<file path="config.mk">
export PLATFORM = sky130hd
export DESIGN_NAME = i2c_rstart_gen
export DESIGN_NICKNAME = d
export VERILOG_FILES = /design/src/rtl/rstart_pkg.sv /design/src/rtl/rsg_brg.sv /design/src/rtl/rsg_pinmon.sv /design/src/rtl/rsg_seq.sv /design/src/rtl/i2c_rstart_gen.sv
export SDC_FILE = /design/constraint.sdc
export NUM_CORES = 1
export LEC_CHECK = 0
export ABC_AREA = 1
export BUFFER_PORTS_ARGS = -buffer_cell sky130_fd_sc_hd__buf_2
export CORE_ASPECT_RATIO = 1.4
export CORE_MARGIN = 2
export CORE_UTILIZATION = 49
export CTS_BUF_LIST = sky130_fd_sc_hd__clkbuf_8
export DETAILED_ROUTE_END_ITERATION = 12
export PLACE_DENSITY = 0.78
export SYNTH_ARGS = -nofsm -noshare
export SYNTH_HDL_FRONTEND = slang
export SYNTH_SLANG_ARGS = --single-unit
</file>
<file path="constraint.sdc">
create_clock -name clk -period 1.59 [get_ports clk]
set_clock_uncertainty 0.2 [all_clocks]
set_input_delay 0.0795 -clock clk [delete_from_list [all_inputs] [get_ports clk]]
set_output_delay 0.0795 -clock clk [all_outputs]
set_load 0.1 [all_outputs]
</file>
<file path="src/rtl/rstart_pkg.sv">
package rstart_pkg;

    typedef enum logic [2:0] {
        PH_IDLE,
        PH_SCL_LOW,
        PH_SDA_REL,
        PH_SDA_CHK,
        PH_SCL_WAIT,
        PH_BOTH_HI,
        PH_SDA_LOW
    } rs_phase_e;

    typedef struct packed {
        logic sda_low;
        logic scl_low;
    } line_drive_t;

    // Line drive pattern for a phase; hold keeps SDA low after completion.
    function automatic line_drive_t phase_drive(input rs_phase_e ph, input logic hold);
        line_drive_t d;
        d.scl_low = (ph == PH_SCL_LOW) || (ph == PH_SDA_REL) || (ph == PH_SDA_CHK);
        d.sda_low = (ph == PH_SDA_LOW) || (hold && ((ph == PH_IDLE) || (ph == PH_SCL_LOW)));
        return d;
    endfunction

endpackage

</file>
<file path="src/rtl/rsg_brg.sv">
module rsg_brg #(
    parameter int CNT_W = 8
) (
    input  logic             clk,
    input  logic             rst,
    input  logic             load,
    input  logic [CNT_W-1:0] reload,
    output logic             tmo
);
    localparam logic [CNT_W-1:0] ONE = CNT_W'(1);

    logic [CNT_W-1:0] cnt;

    always_ff @(posedge clk) begin
        if (rst)
            cnt <= '0;
        else if (load)
            cnt <= (reload == '0) ? ONE : reload;
        else if (cnt != '0)
            cnt <= cnt - ONE;
    end

    assign tmo = (cnt == ONE);

    AST_TMO_THEN_ZERO: assert property (@(posedge clk) disable iff (rst)
        (tmo && !load) |=> (cnt == '0));
    AST_LOAD_NONZERO: assert property (@(posedge clk) disable iff (rst)
        load |=> (cnt != '0));
endmodule

</file>
<file path="src/rtl/rsg_pinmon.sv">
module rsg_pinmon (
    input  logic clk,
    input  logic rst,
    input  logic sda_in,
    input  logic scl_in,
    input  logic flags_clr,
    output logic start_seen
);
    logic sda_prev;

    always_ff @(posedge clk) begin
        if (rst) begin
            sda_prev   <= 1'b1;
            start_seen <= 1'b0;
        end else begin
            sda_prev <= sda_in;
            if (sda_prev && !sda_in && scl_in)
                start_seen <= 1'b1;
            else if (flags_clr)
                start_seen <= 1'b0;
        end
    end

    AST_START_SETS: assert property (@(posedge clk) disable iff (rst)
        ($past(sda_in) && !sda_in && scl_in) |=> start_seen);
endmodule

</file>
<file path="src/rtl/rsg_seq.sv">
module rsg_seq
    import rstart_pkg::*;
(
    input  logic        clk,
    input  logic        rst,
    input  logic        ctrl_wr,
    input  logic        ctrl_rs,
    input  logic        other_busy,
    input  logic        sda_in,
    input  logic        scl_in,
    input  logic        tmo,
    input  logic        flags_clr,
    output logic        load,
    output logic        busy,
    output line_drive_t drv,
    output logic        rs_en,
    output logic        irq,
    output logic        bcol
);
    rs_phase_e ph, ph_n;
    logic      hold, hold_n, en_n, irq_set, bcol_set, abort;

    always_comb begin
        ph_n     = ph;
        hold_n   = hold;
        en_n     = rs_en;
        load     = 1'b0;
        irq_set  = 1'b0;
        abort    = 1'b0;
        case (ph)
            PH_IDLE:
                if (ctrl_wr && ctrl_rs && !other_busy) begin
                    ph_n = PH_SCL_LOW;
                    en_n = 1'b1;
                end
            PH_SCL_LOW:
                if (!scl_in) begin
                    ph_n   = PH_SDA_REL;
                    load   = 1'b1;
                    hold_n = 1'b0;
                end
            PH_SDA_REL:
                if (tmo) ph_n = PH_SDA_CHK;
            PH_SDA_CHK:
                if (sda_in) ph_n = PH_SCL_WAIT;
            PH_SCL_WAIT:
                if (scl_in) begin
                    if (!sda_in) abort = 1'b1;
                    else begin
                        ph_n = PH_BOTH_HI;
                        load = 1'b1;
                    end
                end
            PH_BOTH_HI:
                if (!scl_in) abort = 1'b1;
                else if (tmo) begin
                    ph_n = PH_SDA_LOW;
                    load = 1'b1;
                end
            PH_SDA_LOW:
                if (tmo) begin
                    ph_n    = PH_IDLE;
                    en_n    = 1'b0;
                    hold_n  = 1'b1;
                    irq_set = 1'b1;
                end
            default: ph_n = PH_IDLE;
        endcase
        if (abort) begin
            ph_n   = PH_IDLE;
            en_n   = 1'b0;
            hold_n = 1'b0;
            load   = 1'b0;
        end
        bcol_set = abort;
    end

    always_ff @(posedge clk) begin
        if (rst) begin
            ph    <= PH_IDLE;
            hold  <= 1'b0;
            rs_en <= 1'b0;
            irq   <= 1'b0;
            bcol  <= 1'b0;
        end else begin
            ph    <= ph_n;
            hold  <= hold_n;
            rs_en <= en_n;
            irq   <= irq_set  ? 1'b1 : (flags_clr ? 1'b0 : irq);
            bcol  <= bcol_set ? 1'b1 : (flags_clr ? 1'b0 : bcol);
        end
    end

    assign drv  = phase_drive(ph, hold);
    assign busy = (ph != PH_IDLE);

    AST_NO_REQ_WHEN_BUSY: assert property (@(posedge clk) disable iff (rst)
        (ph == PH_IDLE && ctrl_wr && ctrl_rs && other_busy) |=> (ph == PH_IDLE));
    AST_SCL_RELEASE_NEEDS_SDA: assert property (@(posedge clk) disable iff (rst)
        $fell(drv.scl_low) |-> $past(sda_in));
    AST_BCOL_RELEASES: assert property (@(posedge clk) disable iff (rst)
        $rose(bcol) |-> (!drv.sda_low && !drv.scl_low && !rs_en));
    AST_IRQ_AT_END: assert property (@(posedge clk) disable iff (rst)
        $rose(irq) |-> (!rs_en && drv.sda_low && $past(scl_in)));
endmodule

</file>
<file path="src/rtl/i2c_rstart_gen.sv">
module i2c_rstart_gen
    import rstart_pkg::*;
#(
    parameter int CNT_W = 8,
    parameter int BUF_W = 8
) (
    input  logic             clk,
    input  logic             rst,
    input  logic             ctrl_wr,
    input  logic             ctrl_rs,
    input  logic             other_busy,
    input  logic [CNT_W-1:0] reload,
    input  logic             txbuf_wr,
    input  logic [BUF_W-1:0] txbuf_wdata,
    input  logic             flags_clr,
    input  logic             sda_in,
    input  logic             scl_in,
    output logic             sda_drive_low,
    output logic             scl_drive_low,
    output logic             rs_en,
    output logic             start_seen,
    output logic             irq,
    output logic             wcol,
    output logic             bcol,
    output logic [BUF_W-1:0] tx_buf
);
    logic        load, tmo, busy;
    line_drive_t drv;

    rsg_brg #(.CNT_W(CNT_W)) brg_i (
        .clk(clk), .rst(rst), .load(load), .reload(reload), .tmo(tmo)
    );

    rsg_seq seq_i (
        .clk(clk), .rst(rst), .ctrl_wr(ctrl_wr), .ctrl_rs(ctrl_rs),
        .other_busy(other_busy), .sda_in(sda_in), .scl_in(scl_in), .tmo(tmo),
        .flags_clr(flags_clr), .load(load), .busy(busy), .drv(drv),
        .rs_en(rs_en), .irq(irq), .bcol(bcol)
    );

    rsg_pinmon pinmon_i (
        .clk(clk), .rst(rst), .sda_in(sda_in), .scl_in(scl_in),
        .flags_clr(flags_clr), .start_seen(start_seen)
    );

    always_ff @(posedge clk) begin
        if (rst) begin
            tx_buf <= '0;
            wcol   <= 1'b0;
        end else begin
            if (txbuf_wr && !busy) tx_buf <= txbuf_wdata;
            if (txbuf_wr && busy)  wcol   <= 1'b1;
            else if (flags_clr)    wcol   <= 1'b0;
        end
    end

    assign sda_drive_low = drv.sda_low;
    assign scl_drive_low = drv.scl_low;

    AST_WCOL_KEEPS_BUF: assert property (@(posedge clk) disable iff (rst)
        (txbuf_wr && busy) |=> (wcol && $stable(tx_buf)));
endmodule

</file>
* Word-level counts from Yosys, hierarchy flattened
Cells that the tools add are included.
** Word-level totals
- Register bits :: 26
- Input port bits :: 25
- Output and inout port bits :: 15
- Word-level logic and storage cells :: 91
** Cells by class
- $add $sub $neg :: 1
- Eq/ne operators :: 16
- Muxes and demuxes :: 35
- Reductions and logical operators :: 29
** Operator list (number)
- 3-bit 2-to-1 mux :: 9
- 8-bit 2-to-1 mux :: 3
- 3-bit case mux with 7 select lines :: 1
- 1-bit 2-to-1 mux :: 18
- 2-bit inequality test (second input constant) :: 8
- 2-bit nonzero test :: 7
- 3-bit == test (second input constant) :: 3
- 9-bit AND reduction :: 1
- 8-bit by 1-bit == test with 1-bit output (second input constant) :: 1
- 8-bit logical NOT :: 1
- 8-bit nonzero test :: 1
- 8-bit by 1-bit subtractor with 8-bit output (second input constant) :: 1
- 1-bit logical AND :: 7
- 3-bit by 2-bit == test with 1-bit output (second input constant) :: 2
- 1-bit case mux with 2 select lines :: 3
- 3-bit AND reduction :: 2
- 1-bit logical OR :: 4
- 3-bit by 1-bit == test with 1-bit output (second input constant) :: 1
- 1-bit logical NOT :: 3
- 3-bit logical NOT :: 1
- 1-bit case mux with 3 select lines :: 1
- 3-bit nonzero test :: 1
- 2-bit by 1-bit inequality test with 1-bit output (second input constant) :: 1
- 2-bit OR reduction :: 1

* Depth between registers and ports, before layout
- Depth after elaboration :: 6
- Gate-level depth with buffers :: 12

* Cells and area by module
From an unflattened synthesis, not the netlist that was laid out.
** Unflattened totals
- Cell total of the unflattened synthesis :: 235
- Area total of the unflattened synthesis :: 1577.8 um2
** Modules (own cells, without submodules)
- rsg_brg :: instances 1, cells each 90, area an instance 614.3 um2, sequential area each 160.2 um2
- rsg_seq :: instances 1, cells each 76, area an instance 495.5 um2, sequential area each 140.1 um2
- i2c_rstart_gen :: instances 1, cells each 58, area an instance 390.4 um2, sequential area each 180.2 um2
- rsg_pinmon :: instances 1, cells each 11, area an instance 77.6 um2, sequential area each 40.0 um2

* Least setup slack after synthesis
No wires, ideal clock.
- Path type :: register to output
- From :: register seq_i.ph[1]
- To :: output port scl_drive_low
- Arrival time :: 1746 ps
- Data required time :: 1311 ps
- Setup slack :: -435 ps
- Stages on the path, launching flop included :: 3
- Path buffers :: 0
- Cell sequence :: dfxtp_1 > nor2_4 > nor2_1
** Between the ends
- Longest elaborated chain between the ends :: 3
** Ends and longest elaborated chain
- from (decl) :: line rsg_seq.sv:20 : rs_phase_e ph, ph_n;
- from (signal assigned) :: line rsg_seq.sv:86 : ph <= ph_n;
- 3-bit by 1-bit == test with 1-bit output or 3-bit by 2-bit == test with 1-bit output (tied branches) :: line rstart_pkg.sv:21 : d.scl_low = (ph == PH_SCL_LOW) || (ph == PH_SDA_REL) || (ph == PH_SDA_CHK);
- 1-bit logical OR :: line rstart_pkg.sv:21
- 1-bit logical OR (*) :: line rstart_pkg.sv:21
- to (decl) :: line i2c_rstart_gen.sv:19 : output logic scl_drive_low,
Every way passes the cells marked *; elsewhere a longest branch is shown, timed or not.

* Worst setup path after layout
- From :: register seq_i.ph[0]
- To :: register brg_i.cnt[7]
** Between the ends
- Longest elaborated chain between the ends :: 4
** Ends and longest elaborated chain
- 3-bit == test or 3-bit by 1-bit == test with 1-bit output (tied branches) :: line rsg_seq.sv:30 : case (ph)
- 1-bit case mux with 3 select lines or 1-bit case mux with 2 select lines (tied branches) :: line rsg_seq.sv:30
- 1-bit 2-to-1 mux (*) :: line rsg_seq.sv:69 : if (abort) begin
- 8-bit 2-to-1 mux or 2-bit nonzero test (tied branches)
- to (signal assigned) :: line rsg_brg.sv:18 : cnt <= (reload == '0) ? ONE : reload;
- to (signal assigned) :: line rsg_brg.sv:20 : cnt <= cnt - ONE;
- to (decl) :: line rsg_brg.sv:12 : logic [CNT_W-1:0] cnt;
Marks and branches as above.
A chain may end at the register's enable or synchronous reset.

==> flow_metrics.py <==
metrics = {
    "timing": {
        "setup_ws_ps": 17.60,
        "rsz0062_at_grt": "yes",
        "min_period_over_period": 0.9889,
        "maxSlewHeadroom": 0.6702,
        "fin_crit_ps": 1572,
        "finalHoldViolations": 0,
        "slew_violations": 0,
        "finalSetupTns_ps": 0,
        "setup_viol": 0,
        "worstMarginPinSlew_ps": 498.2,
        "fmax_mhz": 636.0,
    },
    "min_path": {
        "worstHoldPathType": "input pin to register",
        "min_path_cells": 5,
        "holdPathEnd": "seq_i.ph[1]",
        "min_from": "sda_in",
    },
    "critical_path": {
        "rr_startpoint": "seq_i.ph[0]",
        "reg2regPathDepth": 10,
        "crit_required_ps": 1600,
        "r2r_slack_ps": 20,
        "endpoint_kind": "register",
        "critPathKind": "register to register",
        "crit_arrival_ps": 1590,
        "rr_endpoint": "brg_i.cnt[7]",
        "cp_max_fo": 5,
        "crit_path_start_kind": "register",
    },
    "clocking": {
        "htree_levels": 1,
        "clockBufferDepth": 2,
        "path_clk_slew_ps": 90,
        "clock_latency_ps": 270,
        "cts_buffers": 3,
        "root_buffer": "clkbuf_8",
        "cts_sinks": 26,
        "cts_tree": "done",
    },
    "floorplanning": {
        "fp.dieArea_sq_um": 3447,
        "floorplan.initialDensity": 0.5138,
        "die_x_um": 50.20,
        "core_sq_um": 2849,
        "die_h_um": 68.67,
        "io_pins": 40,
        "rows": 23,
    },
    "drt": {
        "drc_errors": 0,
        "num_vias": 1712,
        "via_per_inst": 5.220,
        "ant_nets": 0,
        "drtIter0Drc": 42,
        "wire_per_inst_um": 13.18,
        "wirelength_mm": 4.323,
        "first_pass_iters": 4,
    },
    "placement": {
        "place_inst": 298,
        "dp_hpwl_mm": 2.821,
        "globalplace.congestion": 0.9239,
        "post_dp_cell_area_sq_um": 1844,
        "portBuffers": 39,
        "dp_slack_ps": -37.98,
    },
    "global_routing": {
        "grt-ovfl-total": 0,
        "grt_use_total": 0.2509,
        "grt_pass1_vias": 1630,
        "grt_pass1_wl_mm": 6.651,
        "antenna_found_initial": 0,
        "grt_max_degree": 16,
    },
    "power": {
        "ir_worst_vdd_mv": 1.377,
        "p_per_area_nw_per_um2": 2082,
        "p_leak_uw": 0.001078,
    },
    "finish": {
        "fin_area_sq_um": 2247,
        "area_growth_pct": 53.50,
        "diodes": 0,
        "layoutNonFillerInstCount": 328,
        "finalNetCount": 319,
        "drive_gt1_frac": 0.3780,
    },
    "yosys": {
        "syn_avg_cell_area_sq_um": 7.038,
        "ys_async_sr_fraction": 0,
        "synth_cells": 208,
        "synth_fp_nets": 235,
        "synth_edf_count": 0,
        "ys_ff_latch": 26,
        "ys.flop_type": "dfxtp_1",
        "yosysUniqueCellTypes": 28,
        "ys_warn_count": 0,
        "syn_area_sq_um": 1464,
        "seq_area_frac_synth": 0.3556,
    },
    "status": {
        "status": "finished, final reports clean",
    },
    "job": {
        "cap_violations": 0,
    },
}
-- sequential cells by signal, indices dropped and copies added (netlist names) --
register,cells
seq_i.bcol,1
pinmon_i.sda_prev,1
seq_i.rs_en,1
pinmon_i.start_seen,1
tx_buf,8
seq_i.irq,1
seq_i.hold,1
brg_i.cnt,8
seq_i.ph,3
wcol,1
-- area by class of cell --
| type | instances | area [sq um] |
|---|---|---|
| well taps | 37 | 46.29 |
| clock buffers | 3 | 41.29 |
| inverters | 21 | 81.33 |
| clock inverters | 1 | 30.03 |
| multi-input cells | 156 | 879.6 |
| fillers | 173 | 601.8 |
| repair buffers | 84 | 634.4 |
| flip-flops and latches | 26 | 534.3 |
-- layer usage --
layer / wire length, um / up-vias / global-route usage
met5: 0 / - / 0
met4: 126 / 0 / 0.1215
met3: 229 / 16 / 0.03879
met2: 2398 / 77 / 0.5164
met1: 1568 / 776 / 0.2366
li1: - / 843 / -
-- cells in the mapped netlist, drive strengths merged (2+ instances only) --
| cell | number | area (sq um) |
|---|---|---|
| a21oi | 22 | 143.9 |
| nand3 | 27 | 175.2 |
| inv | 21 | 78.82 |
| xnor2 | 2 | 17.52 |
| dfxtp | 26 | 520.5 |
| ha | 2 | 25.02 |
| clkbuf | 2 | 7.510 |
| xor2 | 2 | 17.52 |
| nor2 | 27 | 118.9 |
| buf | 3 | 30.03 |
| nand4 | 6 | 37.54 |
| nand2 | 60 | 242.7 |
| o21ai | 3 | 15.01 |
-- cell usage in the layout, fill, tap and decap left out, types with 2 or more instances in the layout --
cell | Yosys | final
inv_1 | 18 | 14
nand2_1 | 55 | 51
xor2_1 | 2 | 2
nand3_2 | 3 | 4
nor2_1 | 24 | 20
nand2_4 | 1 | 3
nand3_4 | 2 | 2
xnor2_1 | 2 | 2
a21oi_2 | 6 | 6
dfxtp_1 | 26 | 21
nor2_4 | 2 | 2
buf_4 | 1 | 18
nand2_2 | 4 | 6
clkbuf_8 | 0 | 3
buf_6 | 2 | 3
inv_2 | 3 | 6
ha_2 | 0 | 2
nor2_2 | 1 | 5
dfxtp_4 | 0 | 3
dlygate4sd3_1 | 0 | 24
buf_2 | 0 | 37
a21oi_1 | 15 | 15
o21ai_0 | 3 | 3
nand4_1 | 6 | 6
dfxtp_2 | 0 | 2
buf_12 | 0 | 2
nand3_1 | 22 | 21
-- stage by stage --
| step | hold WS, ps | utilization | power (uW) |
|---|---|---|---|
| 3_3_place_gp | 150.9 | 0.6473 | 3801 |
| 4_1_cts | 116.3 | 0.7668 | 4496 |
| 6_report | 128.1 | 0.7888 | 4679 |
| 5_1_grt | 165.2 | 0.7888 | 5010 |
| 2_1_floorplan | -51.43 | - | 3049 |
| 3_5_place_dp | 157.8 | 0.6473 | 3827 |
-- worst max path at each step --
stage	from	to	slack, ps	cells after the start
after global placement	seq_i.ph[2]	seq_i.ph[2]	-30	7
final	seq_i.ph[0]	brg_i.cnt[7]	20	10
after detailed placement	seq_i.ph[0]	brg_i.cnt[1]	-40	11
after floorplan	seq_i.ph[1]	scl_drive_low	30	2
after CTS	brg_i.cnt[0]	brg_i.cnt[5]	2	10
after global routing	seq_i.ph[0]	brg_i.cnt[7]	-90	10
-- worst max-delay path, stage by stage (launching register included) --
cell     delay [ps]
dfxtp_4         380
nor2_4          150
nand2_2          80
nand2_2          90
inv_2            50
nor2_4           90
nand2_4          80
buf_6           130
nand3_4          70
nand2_4          80
a21oi_2         110
-- power breakdown --
group | total [uW] | switching [uW] | internal (uW) | leakage [uW]
Combinational | 3110 | 1950 | 1150 | 0.000826
Clock | 544 | 207 | 337 | 0.0000357
Sequential | 1030 | 174 | 856 | 0.000216
-- logic make-up (layout without fill, tap and decap cells) --
family	after synthesis	in the layout	synth area share
AO/OA/AOI/OAI	28	28	0.1239
XOR/XNOR	4	4	0.02394
adder cells (fa/ha/maj)	2	2	0.01709
buffers and inverters	26	109	0.07949
flip-flops	26	26	0.3556
AND/OR/NAND/NOR	122	122	0.4000
-- repair_timing --
action | CTS | global route
pin swaps | 3 | 7
cloned | 0 | 0
gates resized for setup | 13 | 16
endpoints found under the setup margin | 12 | 12
buffers inserted | 0 | 2
hold buffers | 24 | 0
hold endpoints to repair | 21 | 0
(Power assumes the default switching activity.)
